--- config.mk ---
export PLATFORM = sky130hd
export DESIGN_NAME = spdTarget
export DESIGN_NICKNAME = d
export VERILOG_FILES = /design/src/rtl/spdPkg.sv /design/src/rtl/spdArray.sv /design/src/rtl/spdBusCtl.sv /design/src/rtl/spdTarget.sv
export SDC_FILE = /design/constraint.sdc
export NUM_CORES = 2
export LEC_CHECK = 0
export ABC_AREA = 0
export BUFFER_PORTS_ARGS = -buffer_cell sky130_fd_sc_hd__buf_2
export CELL_PAD_IN_SITES_DETAIL_PLACEMENT = 1
export CELL_PAD_IN_SITES_GLOBAL_PLACEMENT = 2
export CORE_MARGIN = 2
export CORE_UTILIZATION = 51
export DETAILED_ROUTE_END_ITERATION = 7
export GPL_TIMING_DRIVEN = 0
export PLACE_DENSITY_LB_ADDON = 0.1
export SETUP_SLACK_MARGIN = 0.15
export SLEW_MARGIN = 20
export SYNTH_ARGS = -nofsm -noshare
export SYNTH_HDL_FRONTEND = slang
export SYNTH_SLANG_ARGS = --single-unit
--- constraint.sdc ---
create_clock -name clk -period 9.8 [get_ports clk]
set_input_delay 2.94 -clock clk [delete_from_list [all_inputs] [get_ports clk]]
set_output_delay 2.94 -clock clk [all_outputs]
set_load 0.02 [all_outputs]
--- src/rtl/spdPkg.sv ---
package spdPkg;
  localparam int PAGE_BYTES  = 256;
  localparam int PAGE_COUNT  = 2;
  localparam int BLOCK_BYTES = 128;
  localparam int OFF_W       = $clog2(PAGE_BYTES);
  localparam int PAGE_W      = $clog2(PAGE_COUNT);
  localparam int MEM_DEPTH   = PAGE_COUNT * PAGE_BYTES;
  localparam int MEM_AW      = PAGE_W + OFF_W;
  localparam int BLOCK_COUNT = MEM_DEPTH / BLOCK_BYTES;
  localparam int BLK_W       = $clog2(BLOCK_COUNT);

  localparam logic [3:0] MEM_PREFIX = 4'b1010;
  localparam logic [3:0] CMD_PREFIX = 4'b0110;
  localparam logic [2:0] CODE_UNPROT = 3'd5;
  localparam logic [2:0] CODE_PAGE0  = 3'd6;
  localparam logic [2:0] CODE_PAGE1  = 3'd7;

  typedef struct packed {
    logic              setOff;
    logic              wrByte;
    logic              advance;
    logic              pageLoad;
    logic [PAGE_W-1:0] pageVal;
    logic              protSet;
    logic              protClr;
    logic [BLK_W-1:0]  protIdx;
    logic [7:0]        data;
  } dpCtl_t;
endpackage

--- src/rtl/spdArray.sv ---
module spdArray
  import spdPkg::*;
(
  input  logic                   clk,
  input  logic                   rstN,
  input  dpCtl_t                 ctl,
  input  logic                   preloadEn,
  input  logic [MEM_AW-1:0]      preloadAddr,
  input  logic [7:0]             preloadData,
  output logic [7:0]             rdData,
  output logic [BLOCK_COUNT-1:0] protMask,
  output logic [BLK_W-1:0]       curBlk
);
  logic [7:0]        store [MEM_DEPTH];
  logic [PAGE_W-1:0] page;
  logic [OFF_W-1:0]  offset;
  logic [MEM_AW-1:0] ptr;

  assign ptr    = {page, offset};
  assign rdData = store[ptr];
  assign curBlk = ptr[MEM_AW-1 -: BLK_W];

  always_ff @(posedge clk) begin
    if (preloadEn)       store[preloadAddr] <= preloadData;
    else if (ctl.wrByte) store[ptr] <= ctl.data;
  end

  always_ff @(posedge clk or negedge rstN) begin
    if (!rstN) begin
      page   <= '0;
      offset <= '0;
    end else begin
      if (ctl.setOff)                      offset <= ctl.data[OFF_W-1:0];
      else if (ctl.wrByte || ctl.advance)  offset <= offset + 1'b1;
      if (ctl.pageLoad)                    page <= ctl.pageVal;
    end
  end

  for (genvar b = 0; b < BLOCK_COUNT; b++) begin : g_prot
    always_ff @(posedge clk or negedge rstN) begin
      if (!rstN)                                         protMask[b] <= 1'b0;
      else if (ctl.protClr)                              protMask[b] <= 1'b0;
      else if (ctl.protSet && ctl.protIdx == BLK_W'(b))  protMask[b] <= 1'b1;
    end
  end


  page_load_chk: assert property (@(posedge clk) disable iff (!rstN)
    (page != $past(page)) |-> $past(ctl.pageLoad));


  prot_write_chk: assert property (@(posedge clk) disable iff (!rstN)
    ctl.wrByte |-> !protMask[curBlk]);
endmodule

--- src/rtl/spdBusCtl.sv ---
module spdBusCtl
  import spdPkg::*;
(
  input  logic                   clk,
  input  logic                   rstN,
  input  logic                   sclIn,
  input  logic                   sdaIn,
  input  logic [2:0]             saStrap,
  input  logic                   saHighVolt,
  input  logic [7:0]             rdData,
  input  logic [BLOCK_COUNT-1:0] protMask,
  input  logic [BLK_W-1:0]       curBlk,
  output dpCtl_t                 ctl,
  output logic                   sdaPullLow
);
  typedef enum logic [2:0] {ST_IDLE, ST_RX, ST_ACK, ST_TX, ST_MACK} busState_t;
  typedef enum logic [1:0] {K_DEV, K_OFF, K_DATA, K_IGN} byteKind_t;

  logic [1:0] sclSy, sdaSy, hvSy;
  logic       sclS, sdaS, hvS, sclP, sdaP;
  logic       sclRise, sclFall, startC, stopC;

  busState_t  state;
  byteKind_t  kind;
  logic [7:0] rxSh, txSh;
  logic [2:0] bitCnt;
  logic       rxFull, goTx, mAck;

  logic [6:0] devAddr;
  logic       devRd, memHit, cmdSpace, pageHit, protHit, clrHit;
  logic [2:0] code;

  assign sclS = sclSy[1];
  assign sdaS = sdaSy[1];
  assign hvS  = hvSy[1];

  always_ff @(posedge clk or negedge rstN) begin
    if (!rstN) begin
      sclSy <= 2'b11;
      sdaSy <= 2'b11;
      hvSy  <= 2'b00;
      sclP  <= 1'b1;
      sdaP  <= 1'b1;
    end else begin
      sclSy <= {sclSy[0], sclIn};
      sdaSy <= {sdaSy[0], sdaIn};
      hvSy  <= {hvSy[0], saHighVolt};
      sclP  <= sclS;
      sdaP  <= sdaS;
    end
  end

  assign sclRise = sclS && !sclP;
  assign sclFall = !sclS && sclP;
  assign startC  = sclS && sclP && sdaP && !sdaS;
  assign stopC   = sclS && sclP && !sdaP && sdaS;

  always_comb begin
    devAddr  = rxSh[7:1];
    devRd    = rxSh[0];
    code     = devAddr[2:0];
    memHit   = (devAddr == {MEM_PREFIX, saStrap});
    cmdSpace = (devAddr[6:3] == CMD_PREFIX) && !devRd;
    pageHit  = cmdSpace && (code == CODE_PAGE0 || code == CODE_PAGE1);
    protHit  = cmdSpace && hvS && (int'(code) < BLOCK_COUNT);
    clrHit   = cmdSpace && hvS && (code == CODE_UNPROT);
  end

  always_ff @(posedge clk or negedge rstN) begin
    if (!rstN) begin
      state      <= ST_IDLE;
      kind       <= K_DEV;
      rxSh       <= '0;
      txSh       <= '0;
      bitCnt     <= '0;
      rxFull     <= 1'b0;
      goTx       <= 1'b0;
      mAck       <= 1'b0;
      sdaPullLow <= 1'b0;
      ctl        <= '0;
    end else begin
      ctl <= '0;
      if (startC) begin
        state      <= ST_RX;
        kind       <= K_DEV;
        bitCnt     <= '0;
        rxFull     <= 1'b0;
        sdaPullLow <= 1'b0;
      end else if (stopC) begin
        state      <= ST_IDLE;
        sdaPullLow <= 1'b0;
      end else begin
        case (state)
          ST_RX: begin
            if (sclRise) begin
              rxSh   <= {rxSh[6:0], sdaS};
              bitCnt <= bitCnt + 3'd1;
              if (bitCnt == 3'd7) rxFull <= 1'b1;
            end else if (sclFall && rxFull) begin
              rxFull <= 1'b0;
              bitCnt <= '0;
              goTx   <= 1'b0;
              case (kind)
                K_DEV: begin
                  if (memHit) begin
                    state      <= ST_ACK;
                    sdaPullLow <= 1'b1;
                    goTx       <= devRd;
                    kind       <= K_OFF;
                  end else if (pageHit || protHit || clrHit) begin
                    state        <= ST_ACK;
                    sdaPullLow   <= 1'b1;
                    kind         <= K_IGN;
                    ctl.pageLoad <= pageHit;
                    ctl.pageVal  <= code[PAGE_W-1:0];
                    ctl.protSet  <= protHit;
                    ctl.protIdx  <= code[BLK_W-1:0];
                    ctl.protClr  <= clrHit;
                  end else begin
                    state <= ST_IDLE;
                  end
                end
                K_OFF: begin
                  state      <= ST_ACK;
                  sdaPullLow <= 1'b1;
                  kind       <= K_DATA;
                  ctl.setOff <= 1'b1;
                  ctl.data   <= rxSh;
                end
                K_DATA: begin
                  if (protMask[curBlk]) begin
                    state       <= ST_IDLE;
                    ctl.advance <= 1'b1;
                  end else begin
                    state      <= ST_ACK;
                    sdaPullLow <= 1'b1;
                    ctl.wrByte <= 1'b1;
                    ctl.data   <= rxSh;
                  end
                end
                default: state <= ST_IDLE;
              endcase
            end
          end
          ST_ACK: begin
            if (sclFall) begin
              bitCnt <= '0;
              if (goTx) begin
                state       <= ST_TX;
                txSh        <= rdData;
                sdaPullLow  <= !rdData[7];
                ctl.advance <= 1'b1;
              end else begin
                state      <= ST_RX;
                sdaPullLow <= 1'b0;
              end
            end
          end
          ST_TX: begin
            if (sclFall) begin
              if (bitCnt == 3'd7) begin
                state      <= ST_MACK;
                sdaPullLow <= 1'b0;
              end else begin
                bitCnt     <= bitCnt + 3'd1;
                txSh       <= {txSh[6:0], 1'b0};
                sdaPullLow <= !txSh[6];
              end
            end
          end
          ST_MACK: begin
            if (sclRise) begin
              mAck <= !sdaS;
            end else if (sclFall) begin
              if (mAck) begin
                state       <= ST_TX;
                bitCnt      <= '0;
                txSh        <= rdData;
                sdaPullLow  <= !rdData[7];
                ctl.advance <= 1'b1;
              end else begin
                state <= ST_IDLE;
              end
            end
          end
          default: ;
        endcase
      end
    end
  end


  sda_hold_chk: assert property (@(posedge clk) disable iff (!rstN)
    (sclS && sclP) |-> $stable(sdaPullLow));


  idle_release_chk: assert property (@(posedge clk) disable iff (!rstN)
    (state == ST_IDLE && $past(state) == ST_IDLE) |-> !sdaPullLow);


  prot_hv_chk: assert property (@(posedge clk) disable iff (!rstN)
    (ctl.protSet || ctl.protClr) |-> $past(hvS));


  strobe_excl_chk: assert property (@(posedge clk) disable iff (!rstN)
    $onehot0({ctl.setOff, ctl.wrByte, ctl.advance, ctl.pageLoad, ctl.protSet, ctl.protClr}));
endmodule

--- src/rtl/spdTarget.sv ---
module spdTarget
  import spdPkg::*;
(
  input  logic              clk,
  input  logic              rstN,
  input  logic              sclIn,
  input  logic              sdaIn,
  output logic              sdaPullLow,
  input  logic [2:0]        saStrap,
  input  logic              saHighVolt,
  input  logic              preloadEn,
  input  logic [MEM_AW-1:0] preloadAddr,
  input  logic [7:0]        preloadData
);
  dpCtl_t                 ctl;
  logic [7:0]             rdData;
  logic [BLOCK_COUNT-1:0] protMask;
  logic [BLK_W-1:0]       curBlk;

  spdBusCtl u_ctl (
    .clk(clk), .rstN(rstN), .sclIn(sclIn), .sdaIn(sdaIn),
    .saStrap(saStrap), .saHighVolt(saHighVolt),
    .rdData(rdData), .protMask(protMask), .curBlk(curBlk),
    .ctl(ctl), .sdaPullLow(sdaPullLow)
  );

  spdArray u_dp (
    .clk(clk), .rstN(rstN), .ctl(ctl),
    .preloadEn(preloadEn), .preloadAddr(preloadAddr), .preloadData(preloadData),
    .rdData(rdData), .protMask(protMask), .curBlk(curBlk)
  );
endmodule

# After elaboration in Yosys (flattened, before gate mapping)
# Memories as Yosys holds them, arrays and structs flattened.
# Index checks and enable logic that the tools add are counted.
dict set report word_totals {
  latchBits 0
  n_memories 1
  wordCells 241
  reg_bits 65
  inputBits 26
  rom_bits 0
  mem_bits_rw 4096
}
# memory words word_bits read_ports rd_ports_with_merged_regs wr line
set mem_list {}
lappend mem_list {u_dp.store 512 8 1 0 1 spdArray.sv:14} ;# logic [7:0] store [MEM_DEPTH];
dict set report op_classes {
  addsub 2
  n_lt_le_gt_ge 2
  mux 108
  n_mul 0
  reduce_logical 52
  bitwise_logic 3
  eq_ne 44
  n_div 0
  shift 0
}
# op count
set ops {}
lappend ops {{$mux W17} 4}
lappend ops {{$mux W3} 19}
lappend ops {{$mux W7} 7}
lappend ops {{$mux W1} 45}
lappend ops {{$mux W8} 4}
lappend ops {{$ne A4 B1 Y1 const B} 8}
lappend ops {{$mux W2} 14}
lappend ops {{$pmux W3 S4} 2}
lappend ops {{$pmux W7 S3} 1}
lappend ops {{$mux W6} 3}
lappend ops {{$logic_and A1 B1 Y1} 17}
lappend ops {{$pmux W8 S2} 1}
lappend ops {{$eq A3 B3 Y1 const B} 5}
lappend ops {{$mux W14} 1}
lappend ops {{$reduce_bool A2 Y1} 7}
lappend ops {{$ne A2 B1 Y1 const B} 6}
lappend ops {{$ne A3 B1 Y1 const B} 4}
lappend ops {{$reduce_and A4 Y1} 3}
lappend ops {{$reduce_and A11 Y1} 1}
lappend ops {{$reduce_and A10 Y1} 1}
lappend ops {{$mux W9} 1}
lappend ops {{$pmux W3 S3} 1}
lappend ops {{$reduce_and A9 Y1} 1}
lappend ops {{$reduce_bool A3 Y1} 3}
lappend ops {{31 further kinds} 52}

# Logic depth before layout (Yosys ltp)
dict set report logic_depth {
  word_depth 14
  ltp_mapped 15
  mapped_depth_nobuf 8
}

# By module
# From an unflattened synthesis, not the netlist that was laid out.
dict set report unflattened {
  cells_unflattened 7873
  hier_area_um2 162310.7
}
# mod area_per_inst_um2 cells_each n_inst
set by_module_without_submodules {}
lappend by_module_without_submodules {spdArray 159885.8 7649 1}
lappend by_module_without_submodules {spdBusCtl 2424.8 224 1}

# Worst setup path after synthesis
# No wires, ideal clock.
dict set report synth_path {
  path_type {input to register}
  start {input preloadEn}
  end {memory u_dp.store[0][0], data pin}
  setup_time_ns 1.445
  required_ns 8.355
  path_slack_ns -1.520
  arrival_ns 9.874
  path_buffers 3
  stages 6
  cell_sequence {nand2b_1 clkbuf_1 buf_1 buf_1 nand2_1 nand2_1}
}
dict set report synth_between {
  elab_chain_len 4
}
# element line
set synth_lines {}
lappend synth_lines {{start: declaration} spdTarget.sv:11} ;# input logic preloadEn,
lappend synth_lines {{$mux W1} spdArray.sv:24} ;# if (preloadEn) store[preloadAddr] <= preloadData;
lappend synth_lines {{$mux W1 (implied by the code)} spdArray.sv:25} ;# else if (ctl.wrByte) store[ptr] <= ctl.data;
lappend synth_lines {{$reduce_or A8 Y1 (no source line)} -}
lappend synth_lines {{$mux W8 (no source line)} -}
lappend synth_lines {{end: declaration} spdArray.sv:14}
# No other way between the ends.

# Worst setup path after layout
dict set report layout_path {
  start {register u_dp.offset[1]}
  end {memory u_dp.store[303][6] (enable)}
}
dict set report layout_between {
  elab_chain_len 1
}
# element line
set layout_lines {}
lappend layout_lines {{start: declaration} spdArray.sv:16} ;# logic [OFF_W-1:0] offset;
lappend layout_lines {{start signal: assignment} spdArray.sv:33} ;# if (ctl.setOff) offset <= ctl.data[OFF_W-1:0];
lappend layout_lines {{start signal: assignment} spdArray.sv:34} ;# else if (ctl.wrByte || ctl.advance) offset <= offset + 1'b1;
lappend layout_lines {{$mux W9 (no source line)} -}
# No other way between the ends.

==> flow_metrics.env <==
export IMPL_status="finished clean"
export IMPL_critPathBufInv=9
export IMPL_syn_num_nets=7623
export IMPL_worstSetupStartpointType="flop"
export IMPL_cp_slowest_cell="buf_2"
export IMPL_hold_path_class="flop to flop"
export IMPL_syn_area_um2=162000
export IMPL_setup_slack_ps=1030
export IMPL_area_growth_synth_to_final_pct=14.9
export IMPL_rsz0062_at_grt="false"
export IMPL_min_period_ps=8770
export IMPL_postSynthCellCount=7590
export IMPL_setup_violations=0
export IMPL_rr_worst_depth=13
export IMPL_pre_cts_ws_ps=1660
export IMPL_hpwl_mm=537
export IMPL_numPortBuffers=26
export IMPL_crit_arrival_ps=9410
export IMPL_finalHoldViolations=0
export IMPL_ys_seq_area_share_pct=76.9
export IMPL_coreArea_um2=317000
export IMPL_hold_end="u_ctl.sdaSy[1]"
export IMPL_slew_viol_final=0
export IMPL_synthDistinctLibCells=71
export IMPL_cp_top_family="buffers and inverters"
export IMPL_post_drt_wl_per_cell_um=61.5
export IMPL_grt_overflow_total=0
export IMPL_first_iter_violations=22951
export IMPL_crit_path_end_kind="flop"
export IMPL_layout_nets=8245
export IMPL_start_util_pct=51.1
export IMPL_cp_required_ps=10440
export IMPL_vias=99396
export IMPL_ys_async_sr_fraction_pct=1.54
export IMPL_antenna_found_initial=147
export IMPL_drive_gt1_share_pct=27.5
export IMPL_r2r_slack_ps=1030
export IMPL_place_gp_congestion=1.06
export IMPL_fmax_ghz=0.114
export IMPL_slowest_delay_ps=1000
export IMPL_grt_util_all_layers_pct=49.0
export IMPL_cts_hold_buffers=0
export IMPL_drtPass1Iterations=6
export IMPL_avgSynthCellArea_um2=21.4
export IMPL_cts_buffers=426
export IMPL_cp_max_fo=11
export IMPL_synth_edff_count=4096
export IMPL_p_per_area_nw_per_um2=200
export IMPL_rr_endpoint="u_dp.store[303][6]"
export IMPL_min_delay_start="u_ctl.sdaSy[0]"
export IMPL_first_global_vias=90934
export IMPL_cts_root_buffer="clkbuf_16"
export IMPL_die_y_um=568
export IMPL_clock_skew_ps=75.5
export IMPL_ys_ff_latch=4160
export IMPL_grt_max_degree=129
export IMPL_post_cts_buffers=0
export IMPL_drv_cap=0
export IMPL_drtAntennaViolNets=0
export IMPL_postRouteWirelength_mm=791
export IMPL_vdd_ir_drop_max_uv=179
export IMPL_holdPathStages=0
export IMPL_final_core_util_pct=58.7
export IMPL_cp_common_cell="buf_2"
export IMPL_grt_pass1_wl_mm=988
export IMPL_die_width_um=568
export IMPL_fin_crit_sh_pct=89.5
export IMPL_cts_resized=0
export IMPL_clock_path_buffers=4
export IMPL_worst_setup_path_type="flop to flop"
export IMPL_slew_headroom_pct=9.17
export IMPL_post_layout_nonfiller_instances=12850
export IMPL_cts_max_level=5
export IMPL_clk_latency_ps=1100
export IMPL_dieArea_um2=322000
export IMPL_p_leak_nw=57.4
export IMPL_cts_sinks=4160
export IMPL_rows=207
export IMPL_viasPerCell=7.74
export IMPL_ios=27
export IMPL_r2r_start="u_dp.offset[1]"
export IMPL_drc=0
export IMPL_worst_pin_slew_ps=1350
export IMPL_synth_warnings=0
export IMPL_path_clk_slew_ps=70
export IMPL_dp_cells=11964
export IMPL_crit_chain="buf_2 > buf_4 > buf_2 > buf_2 > buf_2 > buf_2 > buf_2 > nand3_1 > nand2_1 > nand2_1 > clkbuf_2 > buf_16 > nor2_1"
export IMPL_ys_flop_type="edfxtp_1"
export IMPL_fin_tns_setup_ps=0
export IMPL_tritoncts="done"
## state kept, by name, indices dropped and copies added, names as in the netlist
name,flops
u_ctl.hvSy,2
u_ctl.txSh,7
u_ctl.sclSy,2
u_ctl.ctl,16
u_ctl.rxSh,8
u_ctl.goTx,1
u_ctl.rxFull,1
u_dp.offset,8
u_ctl.sdaSy,2
u_ctl.mAck,1
u_dp.page,1
u_ctl.state,3
u_dp.protMask,4
u_ctl.kind,2
u_ctl.sclP,1
u_ctl.sdaPullLow,1
u_ctl.sdaP,1
u_dp.store,4096
u_ctl.bitCnt,3
## kinds of logic after synthesis
group | Yosys count | share of synthesized area, %
xor+xnor | 12 | 0.0648
buf+inv | 480 | 1.66
flops | 4160 | 76.9
compound gates | 574 | 2.44
mux | 1355 | 16.3
fa+ha+maj | 7 | 0.0540
simple gates | 1002 | 2.58
## cells in the final DEF (no fill, tap or decap), types with 88 or more instances in the layout
cell | netlist | routed
a21oi_1 | 120 | 119
clkinv_1 | 1 | 88
clkbuf_1 | 204 | 123
clkinv_2 | 0 | 96
mux2i_1 | 302 | 302
mux4_2 | 1032 | 1032
clkbuf_16 | 0 | 430
buf_2 | 114 | 142
edfxtp_1 | 4096 | 4096
nor2_1 | 600 | 566
o21ai_0 | 92 | 89
diode_2 | 0 | 104
clkbuf_2 | 0 | 118
nand2_1 | 214 | 205
## how the worst max path moves through the flow
stage          depth (start not counted)            endpoint           start
6_report                              13  u_dp.store[303][6]  u_dp.offset[1]
5_1_grt                               13  u_dp.store[303][3]  u_dp.offset[1]
4_1_cts                               13  u_dp.store[303][7]  u_dp.offset[1]
3_5_place_dp                          13  u_dp.store[303][0]  u_dp.offset[1]
3_3_place_gp                           7  u_dp.store[296][2]       preloadEn
2_1_floorplan                          6    u_dp.store[0][0]       preloadEn
## cell usage after synthesis (5+ instances only)
master | count | area share, %
a22oi_1 | 81 | 0.38
mux2_2 | 21 | 0.15
a2111oi_0 | 10 | 0.054
nor4_1 | 20 | 0.077
buf_4 | 50 | 0.23
buf_8 | 16 | 0.15
nand2_1 | 214 | 0.50
nor2_1 | 600 | 1.4
buf_2 | 114 | 0.35
o21ai_0 | 92 | 0.28
clkbuf_1 | 204 | 0.47
inv_1 | 14 | 0.032
a221oi_1 | 71 | 0.38
o31ai_1 | 19 | 0.088
buf_6 | 45 | 0.31
edfxtp_1 | 4096 | 76
dfrtp_1 | 58 | 0.90
o22ai_1 | 32 | 0.12
mux2i_1 | 302 | 1.9
xnor2_1 | 9 | 0.049
a211oi_1 | 16 | 0.074
nand3_1 | 35 | 0.11
o21ai_1 | 8 | 0.025
buf_1 | 32 | 0.074
nand4_1 | 14 | 0.054
a211o_1 | 5 | 0.027
a311oi_1 | 5 | 0.027
a21oi_1 | 120 | 0.37
nand2b_1 | 15 | 0.058
a21o_1 | 6 | 0.028
mux4_2 | 1032 | 14
o221ai_1 | 25 | 0.14
nand3b_1 | 12 | 0.056
o211ai_1 | 9 | 0.042
a221o_1 | 21 | 0.13
nor3_1 | 34 | 0.10
ha_1 | 7 | 0.054
nor2b_1 | 16 | 0.062
a31oi_1 | 15 | 0.058
and2_1 | 21 | 0.081
dfstp_2 | 6 | 0.097
a22o_1 | 14 | 0.076
## layout make-up
cell class,count,area (um^2)
antenna,104,260
buffer,464,3000
clock buffer,501,11000
clock inverter,281,2890
fill,26148,131000
inverter,16,60.1
multi-input combinational,2950,35200
sequential,4160,125000
tap,4180,5230
timing repair buffer,194,3950
## per-layer routing
metal / wire length (um) / up-vias / share of wire (%) / GRT usage [%]
li1: - / 33159 / - / -
met1: 253000 / 52870 / 32 / 59.9
met2: 324000 / 10693 / 41 / 65.7
met3: 131000 / 2616 / 17 / 22.3
met4: 83300 / 58 / 11 / 42.8
met5: 426 / - / 0.054 / 0.0149
## stage by stage
stage,instance area [um^2],hold slack [ps],power (W)
6_report,186000,353,0.0373
3_3_place_gp,168000,335,0.0209
3_5_place_dp,172000,336,0.0208
4_1_cts,186000,350,0.0370
5_1_grt,186000,356,0.0377
2_1_floorplan,162000,331,0.0204
## power breakdown
part | switching (W) | internal [W]
sequential | 0.0000609 | 0.0196
clock | 0.00733 | 0.00942
combinational | 0.000675 | 0.000183
Note: power is estimated with default switching activity, not from simulation.
